### src/rtl/pwa_tree_eval.sv
module pwa_tree_eval #(
  parameter int N = 2,
  parameter int M = 2,
  parameter int XW = 12,
  parameter int CW = 16,
  parameter int OW = 16,
  parameter int FRAC = 11,
  parameter int NODES = 7,
  parameter int REGIONS = 4,
  localparam int IW = $clog2((NODES > REGIONS) ? NODES : ((REGIONS > 2) ? REGIONS : 2)),
  parameter logic [NODES-1:0] NLEAF = '1,
  parameter logic [NODES*IW-1:0] NLEFT = '0,
  parameter logic [NODES*IW-1:0] NRIGHT = '0,
  parameter logic [NODES*(N+1)*CW-1:0] NCOEF = '0,
  parameter logic [REGIONS*M*(N+1)*CW-1:0] RCOEF = '0
) (
  input  logic            clk,
  input  logic            rst_n,
  input  logic            start,
  input  logic [N*XW-1:0] x,
  output logic            done,
  output logic [M*OW-1:0] y
);
  localparam int KW = $clog2(N + 2);
  localparam int OIW = (M > 1) ? $clog2(M) : 1;
  localparam int ACCW = XW + CW + $clog2(N + 1) + 2;
  localparam logic signed [ACCW-1:0] YMAX = ACCW'((longint'(1) <<< (OW - 1)) - 1);
  localparam logic signed [ACCW-1:0] YMIN = -YMAX - 1;

  typedef enum logic [1:0] {S_IDLE, S_WALK, S_EVAL} st_t;

  st_t st;
  logic [N*XW-1:0] xr;
  logic [IW-1:0] node, region;
  logic [KW-1:0] k;
  logic [OIW-1:0] o;
  logic signed [ACCW-1:0] acc, term, sum, sh;
  logic signed [CW-1:0] cf;
  logic signed [XW-1:0] xs;
  logic [OW-1:0] sat;
  logic [M*OW-1:0] y_r;
  logic done_r;

  always_comb begin
    int kc, ci;
    kc = (int'(k) > N) ? N : int'(k);
    if (st == S_EVAL) begin
      ci = ((int'(region) * M + int'(o)) * (N + 1) + kc) * CW;
      cf = RCOEF[ci +: CW];
    end else begin
      ci = (int'(node) * (N + 1) + kc) * CW;
      cf = NCOEF[ci +: CW];
    end
    xs = xr[((kc < N) ? kc : 0) * XW +: XW];
    term = (kc == N) ? (ACCW'(cf) <<< FRAC) : ACCW'(cf) * ACCW'(xs);
    sum = acc + term;
    sh = acc >>> FRAC;
    if (sh > YMAX) sat = OW'(YMAX);
    else if (sh < YMIN) sat = OW'(YMIN);
    else sat = OW'(sh);
  end

  always_ff @(posedge clk or negedge rst_n) begin
    if (!rst_n) begin
      st <= S_IDLE;
      xr <= '0;
      node <= '0;
      region <= '0;
      k <= '0;
      o <= '0;
      acc <= '0;
      y_r <= '0;
      done_r <= 1'b0;
    end else begin
      done_r <= 1'b0;
      case (st)
        S_IDLE: if (start) begin
          xr <= x;
          node <= '0;
          k <= '0;
          acc <= '0;
          st <= S_WALK;
        end
        S_WALK: begin
          if (k == '0 && NLEAF[node]) begin
            region <= NRIGHT[node*IW +: IW];
            o <= '0;
            st <= S_EVAL;
          end else if (int'(k) <= N) begin
            acc <= sum;
            k <= k + KW'(1);
          end else begin
            node <= acc[ACCW-1] ? NLEFT[node*IW +: IW] : NRIGHT[node*IW +: IW];
            acc <= '0;
            k <= '0;
          end
        end
        S_EVAL: begin
          if (int'(k) <= N) begin
            acc <= sum;
            k <= k + KW'(1);
          end else begin
            y_r[o*OW +: OW] <= sat;
            acc <= '0;
            k <= '0;
            if (int'(o) == M - 1) begin
              done_r <= 1'b1;
              st <= S_IDLE;
            end else begin
              o <= o + OIW'(1);
            end
          end
        end
        default: st <= S_IDLE;
      endcase
    end
  end

  assign done = done_r;
  assign y = y_r;
endmodule

### config.mk
export PLATFORM = sky130hd
export DESIGN_NAME = pwa_tree_eval
export DESIGN_NICKNAME = d
export VERILOG_FILES = /design/src/rtl/pwa_tree_eval.sv
export SDC_FILE = /design/constraint.sdc
export NUM_CORES = 1
export LEC_CHECK = 0
export ABC_AREA = 1
export CAP_MARGIN = 25
export CORE_MARGIN = 5
export CORE_UTILIZATION = 30
export CTS_BUF_LIST = sky130_fd_sc_hd__clkbuf_2 sky130_fd_sc_hd__clkbuf_4 sky130_fd_sc_hd__clkbuf_8
export DETAILED_ROUTE_END_ITERATION = 12
export PLACE_DENSITY = 0.66
export SLEW_MARGIN = 25
export SYNTH_ARGS = -nofsm -noshare
export SYNTH_HDL_FRONTEND = slang
export SYNTH_SLANG_ARGS = --single-unit
### constraint.sdc
create_clock -name clk -period 1.6 [get_ports clk]
set_clock_uncertainty 0.15 [all_clocks]
set_input_delay 0.32 -clock clk [delete_from_list [all_inputs] [get_ports clk]]
set_output_delay 0.32 -clock clk [all_outputs]
set_load 0.1 [all_outputs]
==> run_results.csv <==
group,metric,value,unit
die,dieWidth,101,um
pwr,p_comb_frac,0.417,
route,wl_per_cell,11.9,um
pwr,powerDensity,1380,nW/um2
clock_network,cts_buffers,9,
die,ios,60,
global_routing,antenna_found_initial,0,
global_routing,grt_max_degree,60,
global_routing,grt_remaining_overflow,0,
outcome,outcome,"complete, but fails checks",
clock_network,clockBufferDepth,2,
finish,nets,365,
pwr,peakVddDrop,0.535,mV
synth,yosysSeqAreaShare,0.597,
critical_path,path_max_fanout,5,
critical_path,worst_ep_required_time,1670,ps
timing,fin_hold_ws,355,ps
synth,netlist_instances,280,
synth,synth_seq_cells,59,
timing,fin_ws,-44.0,ps
placement,pre_cts_slack,-83.0,ps
synth,yosysWarnings,0,
synth,synthDistinctLibCells,20,
route,drtIter0Drc,74,
critical_path,rr_startpoint,"st[0]",
clock_network,clkSinkCount,59,
route,detail_route.first_pass.iterations,4,
clock_network,cts-root-buf,"clkbuf_8",
timing,grt_setup_unrepaired,"yes",
route,totalWireLength,5250,um
pwr,p_leak,1.86,nW
critical_path,path_buf_inv,3,
critical_path,crit_family,"buffers and inverters",
critical_path,r2r_end,"acc[27]",
route,avgViaCountPerCell,4.31,
critical_path,arrival,1710,ps
die,core_area,8130,um2
route,num_vias,1904,
die,dieArea,10200,um2
critical_path,cp-endpoint,"acc[27]",
clock_network,clk_pin_slew,60,ps
timing,min_period,1640,ps
clock_network,tritoncts,"built",
timing,final-max-slew-violation-count,0,
timing,finalSetupViolCount,21,
pwr,switching_share,0.341,
critical_path,crit_start,"st[0]",
placement,gp_congestion,0.684,
placement,hpwlAfterDp,3220,um
timing,slew-limit-headroom,0.745,
critical_path,cp-end-kind,"flip-flop",
finish,area.growth.synth_to_final,51.1,%
pwr,p_int,0.00339,W
critical_path,slowest_stage,"dfrtp_1",
pwr,p_switching,0.00176,W
critical_path,r2r_cells,7,
critical_path,crit_type,"flip-flop to flip-flop",
die,die_y,101,um
timing,fin_crit_sh,1.03,
job,max_cap_viol_count,0,
synth,syn_area,2470,um2
die,start_util,0.304,
worst_hold_path,hold_class,"flip-flop to flip-flop",
timing,max_clock_freq,608,MHz
critical_path,cp-start-kind,"flip-flop",
timing,worst_slew_pin_slew,381,ps
finish,drive_gt1_frac,0.303,
route,drc_errors,0,
timing,hold_viol,0,
clock_network,htree_levels,3,
global_routing,grt.total_usage,0.110,
critical_path,worstPathCellList,"buf_4 -> ha_2 -> nand3b_4 -> a21oi_4 -> buf_12 -> clkbuf_16 -> nor2_2",
critical_path,cpPeakStageDelay,420,ps
finish,num_antenna_cells,0,
route,final_antenna_net_count,0,
pwr,clkPwrFrac,0.254,
critical_path,cp.depth,7,
synth,avgSynthCellArea,8.83,um2
global_routing,grt_pass1_wl,8580,um
die,core.rowCount,33,
synth,postSynthNetCount,313,
global_routing,grt_pass1_vias,1869,
outcome,violations,"negative setup slack",
pwr,seq_power_share,0.329,
placement,io_buffers,35,
clock_network,clk-insertion-delay-late,330,ps
critical_path,r2r_slack,-40,ps
[cells by family (layout without fill, tap and decap cells)]
logic type / count (synthesis) / after routing / synth area share
fa+ha+maj: 6 / 6 / 0.0303
buf+inv: 40 / 97 / 0.0779
simple gates: 165 / 165 / 0.268
flops: 59 / 59 / 0.597
compound gates: 10 / 10 / 0.0273
[power groups by stage]
stage / sequential [W] / combinational [W] / clock, W
6_report: 0.00169 / 0.00215 / 0.00130
5_1_grt: 0.00170 / 0.00226 / 0.00140
4_1_cts: 0.00169 / 0.00194 / 0.00134
3_5_place_dp: 0.00172 / 0.00129 / 0
3_3_place_gp: 0.00171 / 0.00127 / 0
2_1_floorplan: 0.00203 / 0.000541 / 0
[layout by cell type, fill, tap and decap left out, drive strengths merged]
master	netlist	layout
a21oi	1	1
buf	8	46
clkbuf	0	16
clkdlybuf4s50	0	1
clkinv	0	1
dfrtp	59	59
dlygate4sd3	0	1
ha	6	6
inv	32	32
nand2	132	132
nand3	4	4
nand3b	1	1
nand4	1	1
nor2	25	25
o21ai	8	8
o21bai	1	1
or2	2	2
[routing by layer]
metal	wire, um	global-route usage
met1	2160	0.122
met2	2780	0.190
met3	224	0.0339
met4	87	0.0549
met5	0	0
[synthesized netlist by cell type, drive strengths merged]
| master | n | area [um2] |
|---|---|---|
| nand2 | 132 | 498 |
| dfrtp | 59 | 1480 |
| inv | 32 | 120 |
| nor2 | 25 | 109 |
| buf | 8 | 72.6 |
| o21ai | 8 | 40.0 |
| ha | 6 | 75.1 |
| nand3 | 4 | 25.0 |
| or2 | 2 | 12.5 |
| a21oi | 1 | 8.76 |
| nand3b | 1 | 11.3 |
| nand4 | 1 | 6.26 |
| o21bai | 1 | 18.8 |
[sequential cells by signal (all words and copies together), names as in the netlist]
name  cells
y        32
acc      21
k         2
st        2
done      1
o         1
[through the flow]
step / utilization / setup TNS [ps] / instances / cell area (um2) / power (W)
5_1_grt: 0.460 / -1640 / 442 / 3740 / 0.00537
3_5_place_dp: 0.405 / -1640 / 418 / 3290 / 0.00301
2_1_floorplan: - / 0 / 280 / 2470 / 0.00257
4_1_cts: 0.450 / -20.4 / 440 / 3660 / 0.00497
6_report: 0.460 / -450 / 442 / 3740 / 0.00514
3_3_place_gp: 0.405 / -1320 / 418 / 3290 / 0.00298
[worst min-delay path, stage by stage (launching register included)]
cell,delay (ps)
dfrtp_1,370
inv_1,60
nor2_2,40
[timing repair]
action                     CTS  global route
gates resized for setup     26            17
hold buffers                 1             0
hold endpoints to repair    59             0
buffers inserted             3             2
pin swaps                    1             1
gates cloned                 2             1
setup endpoints to repair   21            54
[layout make-up]
type / count / area (um2)
inverter: 32 / 128
multi-input combinational: 181 / 898
timing repair buffer: 49 / 906
fill: 738 / 4400
clock buffer: 15 / 194
sequential: 59 / 1480
tap: 105 / 131
clock inverter: 1 / 5.00
[worst min-delay path by stage]
| stage | start | to | cells past startpoint |
|---|---|---|---|
| detailed placement | rst_n | y[15] | 2 |
| global route | acc[17] | acc[17] | 2 |
| floorplan | rst_n | acc[11] | 0 |
| global placement | rst_n | y[15] | 2 |
| finish | acc[18] | acc[18] | 2 |
| CTS | acc[20] | acc[20] | 2 |
Power figures use the tool's default switching activity.
